--- src/rtl/i2c_mon_pkg.sv ---
`timescale 1ns/1ps
package i2c_mon_pkg;
    typedef enum logic [2:0] {
        ST_IDLE,
        ST_ADDR,
        ST_DATA,
        ST_SKIP,
        ST_ARM,
        ST_STRETCH
    } mon_state_t;

    localparam int unsigned BYTE_W     = 8;
    localparam int unsigned FRAME_BITS = 9;

    localparam int unsigned OFS_CTRL  = 0;
    localparam int unsigned OFS_STAT  = 1;
    localparam int unsigned OFS_HOLD  = 2;
    localparam int unsigned OFS_SHIFT = 3;
    localparam int unsigned OFS_ADDR0 = 4;

    localparam int unsigned CTRL_MON = 0;
    localparam int unsigned CTRL_STR = 1;
    localparam int unsigned CTRL_ALL = 2;
endpackage

--- src/rtl/i2c_mon_sync.sv ---
`timescale 1ns/1ps
module i2c_mon_sync #(
    parameter int STAGES = 2,
    parameter int W      = 2
) (
    input  logic         clk,
    input  logic         rst_n,
    input  logic [W-1:0] d,
    output logic [W-1:0] q
);
    logic [STAGES-1:0][W-1:0] pipe_q;

    always_ff @(posedge clk or negedge rst_n) begin
        if (!rst_n) begin
            pipe_q <= '1;
        end else begin
            pipe_q[0] <= d;
            for (int s = 1; s < STAGES; s++) begin
                pipe_q[s] <= pipe_q[s-1];
            end
        end
    end

    assign q = pipe_q[STAGES-1];
endmodule

--- src/rtl/i2c_mon_cond.sv ---
`timescale 1ns/1ps
module i2c_mon_cond (
    input  logic clk,
    input  logic rst_n,
    input  logic scl,
    input  logic sda,
    output logic scl_rise,
    output logic scl_fall,
    output logic start_det,
    output logic stop_det
);
    logic scl_q, sda_q;

    always_ff @(posedge clk or negedge rst_n) begin
        if (!rst_n) begin
            scl_q <= 1'b1;
            sda_q <= 1'b1;
        end else begin
            scl_q <= scl;
            sda_q <= sda;
        end
    end

    assign scl_rise  = scl & ~scl_q;
    assign scl_fall  = ~scl & scl_q;
    assign start_det = scl & scl_q & sda_q & ~sda;
    assign stop_det  = scl & scl_q & ~sda_q & sda;
endmodule

--- src/rtl/i2c_mon_match.sv ---
`timescale 1ns/1ps
module i2c_mon_match #(
    parameter int NUM_ADDR = 4
) (
    input  logic [NUM_ADDR-1:0][6:0] addr_tbl,
    input  logic [6:0]               cand,
    input  logic                     match_all,
    output logic                     hit
);
    logic [NUM_ADDR-1:0] hit_vec;

    generate
        for (genvar i = 0; i < NUM_ADDR; i++) begin : g_cmp
            assign hit_vec[i] = (addr_tbl[i] == cand);
        end
    endgenerate

    assign hit = match_all | (|hit_vec);
endmodule

--- src/rtl/i2c_mon_fsm.sv ---
`timescale 1ns/1ps
module i2c_mon_fsm import i2c_mon_pkg::*; (
    input  logic              clk,
    input  logic              rst_n,
    input  logic              scl_rise,
    input  logic              scl_fall,
    input  logic              start_det,
    input  logic              stop_det,
    input  logic              sda,
    input  logic              addr_hit,
    input  logic              stretch_en,
    input  logic              irq_pending,
    output logic [6:0]        cand,
    output logic              byte_done,
    output logic              irq_set,
    output logic [BYTE_W-1:0] hold_byte,
    output logic [BYTE_W-1:0] shift_view,
    output logic              dir,
    output logic              matched,
    output logic              scl_hold
);
    localparam int CNT_W = $clog2(FRAME_BITS);

    mon_state_t        state_q, state_d;
    logic [CNT_W-1:0]  bit_cnt_q;
    logic [BYTE_W:0]   sh_q;
    logic [BYTE_W:0]   sh_next;
    logic              shift_en;
    logic              frame_end;

    assign sh_next   = {sh_q[BYTE_W-1:0], sda};
    assign shift_en  = scl_rise && (state_q != ST_IDLE);
    assign frame_end = shift_en && (bit_cnt_q == CNT_W'(FRAME_BITS - 1));
    assign cand      = sh_next[BYTE_W:2];

    // state register
    always_ff @(posedge clk or negedge rst_n) begin
        if (!rst_n) state_q <= ST_IDLE;
        else        state_q <= state_d;
    end

    // next-state logic
    always_comb begin
        state_d = state_q;
        if (start_det) begin
            state_d = ST_ADDR;
        end else if (stop_det) begin
            state_d = ST_IDLE;
        end else begin
            unique case (state_q)
                ST_IDLE: ;
                ST_ADDR:
                    if (frame_end)
                        state_d = !addr_hit ? ST_SKIP :
                                  (stretch_en ? ST_ARM : ST_DATA);
                ST_DATA:
                    if (frame_end && stretch_en) state_d = ST_ARM;
                ST_SKIP: ;
                ST_ARM:
                    if (!irq_pending || !stretch_en) state_d = ST_DATA;
                    else if (scl_fall)               state_d = ST_STRETCH;
                ST_STRETCH:
                    if (!irq_pending || !stretch_en) state_d = ST_DATA;
                default: state_d = ST_IDLE;
            endcase
        end
    end

    // bit counter, shift register, holding buffer, direction
    always_ff @(posedge clk or negedge rst_n) begin
        if (!rst_n) begin
            bit_cnt_q <= '0;
            sh_q      <= '0;
            hold_byte <= '0;
            dir       <= 1'b0;
        end else if (start_det || stop_det) begin
            bit_cnt_q <= '0;
        end else if (shift_en) begin
            sh_q      <= sh_next;
            bit_cnt_q <= frame_end ? '0 : bit_cnt_q + 1'b1;
            if (frame_end) hold_byte <= sh_next[BYTE_W:1];
            if (frame_end && state_q == ST_ADDR) dir <= sh_next[1];
        end
    end

    // outputs
    always_comb begin
        byte_done  = frame_end;
        irq_set    = frame_end && (((state_q == ST_ADDR) && addr_hit) ||
                                   (state_q == ST_DATA));
        shift_view = sh_q[BYTE_W:1];
        matched    = (state_q == ST_DATA) || (state_q == ST_ARM) ||
                     (state_q == ST_STRETCH);
        scl_hold   = (state_q == ST_STRETCH) && stretch_en && irq_pending;
    end
endmodule

--- src/rtl/i2c_bus_monitor.sv ---
`timescale 1ns/1ps
module i2c_bus_monitor import i2c_mon_pkg::*; #(
    parameter  int NUM_ADDR    = 4,
    parameter  int SYNC_STAGES = 2,
    localparam int AW          = $clog2(OFS_ADDR0 + NUM_ADDR)
) (
    input  logic              clk,
    input  logic              rst_n,
    input  logic              scl_i,
    input  logic              sda_i,
    output logic              scl_hold_o,
    output logic              irq_o,
    input  logic              reg_wr_i,
    input  logic [AW-1:0]     reg_addr_i,
    input  logic [BYTE_W-1:0] reg_wdata_i,
    output logic [BYTE_W-1:0] reg_rdata_o
);
    logic [2:0]                     ctrl_q;
    logic [NUM_ADDR-1:0][BYTE_W-1:0] addr_tbl_q;
    logic [NUM_ADDR-1:0][6:0]       addr7;
    logic                           irq_q;

    logic scl_s, sda_s;
    logic scl_rise, scl_fall, start_det, stop_det;
    logic mon_en, eff_stretch, eff_all;
    logic addr_hit, byte_done, irq_set, dir, matched;
    logic [6:0]        cand;
    logic [BYTE_W-1:0] hold_byte, shift_view;

    assign mon_en      = ctrl_q[CTRL_MON];
    assign eff_stretch = mon_en & ctrl_q[CTRL_STR];
    assign eff_all     = mon_en & ctrl_q[CTRL_ALL];

    i2c_mon_sync #(.STAGES(SYNC_STAGES), .W(2)) u_sync (
        .clk(clk), .rst_n(rst_n), .d({scl_i, sda_i}), .q({scl_s, sda_s})
    );

    i2c_mon_cond u_cond (
        .clk(clk), .rst_n(rst_n), .scl(scl_s), .sda(sda_s),
        .scl_rise(scl_rise), .scl_fall(scl_fall),
        .start_det(start_det), .stop_det(stop_det)
    );

    generate
        for (genvar i = 0; i < NUM_ADDR; i++) begin : g_tbl
            assign addr7[i] = addr_tbl_q[i][6:0];
        end
    endgenerate

    i2c_mon_match #(.NUM_ADDR(NUM_ADDR)) u_match (
        .addr_tbl(addr7), .cand(cand), .match_all(eff_all), .hit(addr_hit)
    );

    i2c_mon_fsm u_fsm (
        .clk(clk), .rst_n(rst_n),
        .scl_rise(scl_rise), .scl_fall(scl_fall),
        .start_det(start_det), .stop_det(stop_det), .sda(sda_s),
        .addr_hit(addr_hit), .stretch_en(eff_stretch), .irq_pending(irq_q),
        .cand(cand), .byte_done(byte_done), .irq_set(irq_set),
        .hold_byte(hold_byte), .shift_view(shift_view), .dir(dir),
        .matched(matched), .scl_hold(scl_hold_o)
    );

    // register writes
    always_ff @(posedge clk or negedge rst_n) begin
        if (!rst_n) begin
            ctrl_q     <= '0;
            addr_tbl_q <= '0;
        end else if (reg_wr_i) begin
            if (reg_addr_i == AW'(OFS_CTRL)) ctrl_q <= reg_wdata_i[2:0];
            for (int i = 0; i < NUM_ADDR; i++) begin
                if (reg_addr_i == AW'(OFS_ADDR0 + i)) addr_tbl_q[i] <= reg_wdata_i;
            end
        end
    end

    // interrupt flag: a captured byte wins over a clearing write
    always_ff @(posedge clk or negedge rst_n) begin
        if (!rst_n)
            irq_q <= 1'b0;
        else if (irq_set)
            irq_q <= 1'b1;
        else if (reg_wr_i && reg_addr_i == AW'(OFS_STAT) && reg_wdata_i[0])
            irq_q <= 1'b0;
    end

    assign irq_o = irq_q;

    // register reads
    always_comb begin
        reg_rdata_o = '0;
        if (reg_addr_i == AW'(OFS_CTRL))  reg_rdata_o = {5'b0, ctrl_q};
        if (reg_addr_i == AW'(OFS_STAT))  reg_rdata_o = {4'b0, scl_hold_o, matched, dir, irq_q};
        if (reg_addr_i == AW'(OFS_HOLD))  reg_rdata_o = hold_byte;
        if (reg_addr_i == AW'(OFS_SHIFT)) reg_rdata_o = shift_view;
        for (int i = 0; i < NUM_ADDR; i++) begin
            if (reg_addr_i == AW'(OFS_ADDR0 + i)) reg_rdata_o = addr_tbl_q[i];
        end
    end
endmodule

--- config.mk ---
export PLATFORM = sky130hd
export DESIGN_NAME = i2c_bus_monitor
export DESIGN_NICKNAME = d
export VERILOG_FILES = /design/src/rtl/i2c_mon_pkg.sv /design/src/rtl/i2c_mon_sync.sv /design/src/rtl/i2c_mon_cond.sv /design/src/rtl/i2c_mon_match.sv /design/src/rtl/i2c_mon_fsm.sv /design/src/rtl/i2c_bus_monitor.sv
export SDC_FILE = /design/constraint.sdc
export NUM_CORES = 1
export LEC_CHECK = 0
export BUFFER_PORTS_ARGS = -buffer_cell sky130_fd_sc_hd__buf_2
export CORE_UTILIZATION = 59
export DETAILED_ROUTE_END_ITERATION = 12
export GPL_ROUTABILITY_DRIVEN = 0
export GPL_TIMING_DRIVEN = 0
export PLACE_DENSITY = 0.79
export SYNTH_ARGS = -nofsm -noshare
export SYNTH_HDL_FRONTEND = slang
export SYNTH_SLANG_ARGS = --single-unit
--- constraint.sdc ---
create_clock -name clk -period 3.2 [get_ports clk]
set_input_delay 0.96 -clock clk [delete_from_list [all_inputs] [get_ports clk]]
set_output_delay 0.96 -clock clk [all_outputs]
set_load 0.01 [all_outputs]
==> run_results.csv, run 1 <==
group,metric,value,unit
drt,ant_nets,0,
clock_network,clock_latency,0.34,ns
finish,area_growth,13.0,%
timing,timing.final.crit_share,98.4,%
clock_network,cts_root_buf,"clkbuf_8",
synth,synth_nets,348,
clock_network,cts_buffer_depth,2,
floorplan,start_util,61.8,%
worst_setup_path,slowest_delay,0.35,ns
timing,setup_viol,0,
drt,wl,8380,um
worst_setup_path,cp-start-kind,"input pin",
synth,syn_avg_cell_area,11.2,um2
synth,yosys_warnings,0,
floorplan,core_area,5990,um2
floorplan,die_w,81.2,um
worst_setup_path,r2r-end,"u_fsm.state_q[1]",
place,numPortBuffers,23,
synth,ys_async_sr_fraction,100,%
drt,dr.first_iter.drc_count,260,
drt,drc,0,
synth,synth.ff_latch_count,67,
finish,fin_util,69.9,%
timing,worstMarginPinSlew,0.826,ns
timing,slew_headroom,44.9,%
drt,wl_per_cell,18.9,um
global_route,grt_pass1_vias,2624,
drt,via_per_inst,6.26,
timing,min_period,3.15,ns
synth,netlist_instances,330,
timing,hold_viol_final,0,
power,power_density,593,nW/um2
finish,num-fill-cells,420,
floorplan,row_count,28,
worst_setup_path,worstSetupPathType,"in2out",
worst_setup_path,path_cells,"buf_2 -> buf_6 -> inv_4 -> mux2_2 -> a22oi_1 -> o21ai_1 -> buf_2",
worst_setup_path,worstReg2RegStart,"u_fsm.sh_q[4]",
global_route,grt_overflow,0,
power,vdd_drop_max,0.426,mV
clock_network,clk_pin_slew,0.08,ns
timing,holdWs,0.358,ns
worst_setup_path,crit_start,"reg_addr_i[1]",
worst_setup_path,rr_worst_depth,7,
floorplan,dieArea,6600,um2
timing,fin_skew,0.00859,ns
synth,synth-main-ff-cell,"dfrtp_1",
global_route,grt_pass1_wl,13300,um
place,preCtsSetupSlack,-0.190,ns
worst_setup_path,cp_slowest_cell,"mux2_2",
power,p_leak,1.92,nW
timing,fin_ws,0.0523,ns
clock_network,cts_setup_buffers,0,
clock_network,cts_tree,"done",
timing,setup_tns,0,ns
synth,netlist_area,3700,um2
finish,antenna_cells,0,
hold_path,worstHoldPathType,"reg2reg",
drt,dr.pass1.iters,5,
timing,drv_slew,0,
worst_setup_path,critical_path_required,2.24,ns
finish,layout-drive-gt1-share,38.9,%
synth,synth_edf_count,0,
finish,nets,381,
drt,vias,2775,
power,fin_total_pwr,0.00248,W
worst_setup_path,crit_path_frequent_cell,"buf_2",
synth,ys_seq_area_share,45.5,%
global_route,grt_max_degree,68,
clock_network,cts-buffers-inserted,9,
global_route,grt.total_usage,27.6,%
clock_network,htree_levels,3,
synth,ys_types,53,
floorplan,die_height,81.2,um
floorplan,io-pin-count,26,
clock_network,numClockSinks,67,
worst_setup_path,path_max_fanout,10,
flow_run,maxCapViolCount,0,
worst_setup_path,worst_ep_arrival_time,2.19,ns
place,dp_hpwl,5740,um
worst_setup_path,r2r_slack,1.33,ns
worst_setup_path,critPathCapture,"reg_rdata_o[3]",
global_route,grt_antenna_before_repair,0,
run_status,status,"finished, final reports clean",
worst_setup_path,end_kind,"output port",
timing,fmax,0.318,GHz
==> per-stage QoR <==
stage                     instances  cell area, um2
after floorplan                 330            3700
after global placement          428            3910
after detailed placement        428            3920
after CTS                       444            4160
after global routing            443            4190
final                           443            4190
==> kinds of logic after synthesis <==
group	Yosys count	synth area share [%]
compound gates	55	9.29
xor+xnor	30	7.09
fa+ha+maj	2	0.675
buf+inv	29	3.88
flops	67	45.5
mux	71	21.7
simple gates	76	11.9
==> area by class of cell <==
type	instances	area, um2	area share, %
clock buffers	11	151	3.62
inverters	6	25.0	0.598
flip-flops and latches	67	1680	40.2
repair buffers	23	118	2.81
well taps	75	93.8	2.24
plain buffers	22	141	3.38
clock inverters	5	85.1	2.03
multi-input cells	234	1890	45.1
==> worst min-delay path by stage <==
stage,from,end,slack (ns),cells past startpoint
after floorplan,u_sync.pipe_q[0],u_sync.q[0],0.35,0
after global placement,u_sync.pipe_q[0],u_sync.q[0],0.35,0
after detailed placement,u_sync.pipe_q[0],u_sync.q[0],0.35,0
after CTS,u_sync.pipe_q[0],u_sync.q[0],0.36,0
after global routing,u_sync.pipe_q[1],u_sync.q[1],0.36,0
final,u_sync.pipe_q[0],u_sync.q[0],0.36,0
==> per-layer routing <==
metal | up-vias | track usage [%] | wire, um
met5 | - | 0 | 0
met4 | 0 | 10.4 | 160
met3 | 19 | 4.61 | 499
met2 | 132 | 42.4 | 3930
met1 | 1368 | 39.2 | 3790
li1 | 1256 | - | -
==> sequential cells by signal (all words and copies together) (netlist names) <==
| register | flops |
|---|---|
| irq_o | 1 |
| u_fsm.state_q | 3 |
| ctrl_q | 3 |
| u_sync.pipe_q | 2 |
| addr7 | 28 |
| u_fsm.dir | 1 |
| u_fsm.bit_cnt_q | 4 |
| addr_tbl_q | 4 |
| u_cond.sda_q | 1 |
| u_fsm.hold_byte | 8 |
| u_fsm.sh_q | 9 |
| u_sync.q | 2 |
| u_cond.scl_q | 1 |
==> critical path: cells and delay by family <==
family | cells | cell delay (ns)
AO/OA/AOI/OAI | 2 | 0.33
buffers and inverters | 4 | 0.54
multiplexers | 1 | 0.35
==> cells in the mapped netlist, drive strengths merged (2+ instances only) <==
cell type  count  share of area (%)
nor2          22                2.7
ha             2               0.68
inv            5               0.51
o221ai         2               0.47
o22ai          3               0.68
nand2         18                1.9
clkbuf         3               0.30
nor2b          2               0.41
nand4          9                1.9
nand2b         3               0.71
buf           20                3.0
o21ai         17                2.3
nand4b         2               0.47
nand3          5               0.68
a221oi         3               0.71
nor4           4               0.84
a21oi         17                2.3
nor3           5               0.81
xor2          13                3.1
dfstp          6                4.3
mux2i          9                2.4
a22oi          5                1.0
xnor2         17                4.0
and3           2               0.34
dfrtp         61                 41
mux2          61                 19
==> repair_timing <==
action	CTS	global route
endpoints found under the hold margin	0	0
endpoints found under the setup margin	4	6
gates cloned	0	0
hold buffers	0	0
pin swaps	0	1
resized for setup	5	11
==> layout by cell type (no fill, tap or decap), types with 3 or more instances in the layout <==
cell type / n
nand4_1: 7
xor2_1: 13
dfrtp_1: 61
nor4_1: 3
nor3_1: 4
a221oi_1: 3
inv_1: 5
o21ai_0: 13
clkbuf_8: 11
dfstp_2: 6
mux2i_1: 9
nand2_1: 17
nor2_1: 19
nand3_1: 5
clkbuf_4: 3
buf_2: 34
mux2_2: 60
xnor2_1: 17
o21ai_1: 4
a22oi_1: 4
a21oi_1: 17
==> where the power goes <==
part           total, W  switching, W  internal [W]
Combinational  0.000562      0.000288      0.000274
Sequential      0.00110      0.000121      0.000977
Clock          0.000823      0.000339      0.000484
No activity file was read; power rests on OpenSTA's default activity.
==> inputs of run 2 (changes only) <==
==> constraint.sdc (replaced) <==
create_clock -name clk -period 3.2 [get_ports clk]
set_input_delay 0.16 -clock clk [delete_from_list [all_inputs] [get_ports clk]]
set_output_delay 0.16 -clock clk [all_outputs]
set_load 0.01 [all_outputs]
==> run 2 against run 1 <==
Net effect: critical path depth rose by 1; core utilization barely moved; register-to-register slack improved by 0.04 ns; die area did not move; critical endpoint unchanged; flip-flop and latch count did not move; fmax rose by 34%; highest routed layer unchanged; sequential share of layout area barely moved; global-route usage rose by 0.34 points; combinational power fell by 0.7%; worst hold slack got worse by 0.27 ns.
==> run_results.csv, run 2 (synthesized netlist as in run 1, its figures left out) <==
group,metric,value,unit
timing,slew_headroom,44.5,%
power,p_leak,1.91,nW
drt,ant_nets,0,
floorplan,start_util,61.8,%
clock_network,cts_root_buf,"clkbuf_8",
drt,dr.pass1.iters,5,
worst_setup_path,worstSetupPathType,"reg2out",
hold_path,worstHoldPathType,"in2reg",
global_route,grt_max_degree,68,
timing,min_period,2.35,ns
clock_network,cts-buffers-inserted,9,
finish,antenna_cells,0,
global_route,grt_overflow,0,
finish,layout-drive-gt1-share,36.8,%
clock_network,clock_latency,0.34,ns
power,power_density,593,nW/um2
drt,vias,2816,
global_route,grt_pass1_wl,13400,um
place,numPortBuffers,23,
worst_setup_path,worst_ep_arrival_time,2.19,ns
worst_setup_path,path_max_fanout,10,
timing,worstMarginPinSlew,0.833,ns
global_route,grt_antenna_before_repair,0,
finish,fin_util,69.8,%
clock_network,numClockSinks,67,
floorplan,die_w,81.2,um
global_route,grt_pass1_vias,2626,
timing,rsz0062_at_grt,"no",
timing,timing.final.crit_share,73.5,%
timing,setup_tns,0,ns
flow_run,maxCapViolCount,0,
power,vdd_drop_max,0.427,mV
timing,hold_viol_final,0,
clock_network,clk_pin_slew,0.08,ns
floorplan,core_area,5990,um2
global_route,grt.total_usage,27.9,%
worst_setup_path,cp-start-kind,"flip-flop",
timing,fmax,0.425,GHz
worst_setup_path,critical_path_required,3.04,ns
timing,setup_viol,0,
finish,nets,385,
finish,layout_commonest_cell,"dfrtp_1",
run_status,status,"finished, final reports clean",
drt,dr.first_iter.drc_count,219,
clock_network,cts_tree,"done",
timing,drv_slew,0,
drt,wl,8400,um
place,dp_hpwl,5740,um
finish,largest_reg_flops,28,
drt,via_per_inst,6.30,
finish,area_growth,12.9,%
floorplan,dieArea,6600,um2
drt,wl_per_cell,18.8,um
clock_network,cts_buffer_depth,2,
floorplan,die_height,81.2,um
floorplan,row_count,28,
finish,final_cell_mix,"dfrtp_1, mux2_2, buf_2, nor2_1",
drt,drc,0,
timing,fin_skew,0.00861,ns
clock_network,htree_levels,3,
floorplan,io-pin-count,26,
worst_setup_path,end_kind,"output port",
run 2: changes by cell type in the layout (fill, tap and decap cells not counted), moves of 2 or more:
cell	before	now
clkbuf_2	2	0
dlygate4sd3_1	0	3
nor2_1	19	21
clkbuf_4	3	0
clkbuf_1	1	3
nor2_2	2	0
buf_2	34	38
run 2: stage by stage:
stage / std cells / cell area, um2 / total power, W / worst slack [ns] / hold WS [ns]
2_1_floorplan: 330 / 3700 / 0.00148 / 1.50 / -0.136
5_1_grt: 447 / 4180 / 0.00258 / 0.799 / 0.0897
6_report: 447 / 4180 / 0.00248 / 0.849 / 0.0843
4_1_cts: 447 / 4180 / 0.00247 / 0.872 / 0.0797
3_5_place_dp: 428 / 3920 / 0.00165 / 1.27 / 0.267
3_3_place_gp: 428 / 3910 / 0.00163 / 1.30 / 0.264
run 2: metal layers:
metal / up-vias / share of wire (%) / GRT usage [%]
met5: - / 0 / 0
met4: 0 / 2.3 / 10.9
met3: 26 / 7.0 / 4.27
met2: 131 / 47 / 42.7
met1: 1392 / 44 / 39.9
li1: 1267 / - / -
run 2: critical path, cell delays in order, from the launching register on:
cell and delay [ns]:
dfrtp_1 0.40, buf_4 0.18, nor2b_2 0.18, nand4_2 0.22
nor2_1 0.22, mux2_2 0.19, a22oi_1 0.09, o21ai_1 0.22
buf_2 0.17
run 2: timing repair:
| action | CTS | global route |
|---|---|---|
| setup buffers | 0 | 0 |
| endpoints found under the hold margin | 63 | 0 |
| gates resized for setup | 0 | 0 |
| hold buffers | 3 | 0 |
run 2: power by group:
| part | internal [W] | switching [W] | total [W] |
|---|---|---|---|
| Sequential | 0.000977 | 0.000121 | 0.00110 |
| Combinational | 0.000272 | 0.000287 | 0.000558 |
| Clock | 0.000484 | 0.000339 | 0.000823 |
| Total | 0.00173 | 0.000747 | 0.00248 |
run 2: area by class of cell:
class                      instances  area (um2)
clock buffer                      11         151
clock inverter                     5        85.1
buffer                            23         121
fill                             426        1810
sequential                        67        1680
timing repair buffer              26         148
inverter                           6        22.5
tap                               75        93.8
multi-input combinational        234        1880
run 2: worst paths after layout:
check	cells after the start	start	slack (ns)	to
max	8	u_fsm.state_q[1]	0.85	reg_rdata_o[3]
max in group asynchronous	2	rst_n	2.19	addr7[21]
max reg2reg	8	u_fsm.bit_cnt_q[0]	1.37	u_fsm.state_q[2]
min in group asynchronous	2	rst_n	0.45	u_fsm.bit_cnt_q[1]
min	2	reg_wdata_i[6]	0.08	addr7[6]
min reg2reg	0	u_sync.pipe_q[0]	0.36	u_sync.q[0]
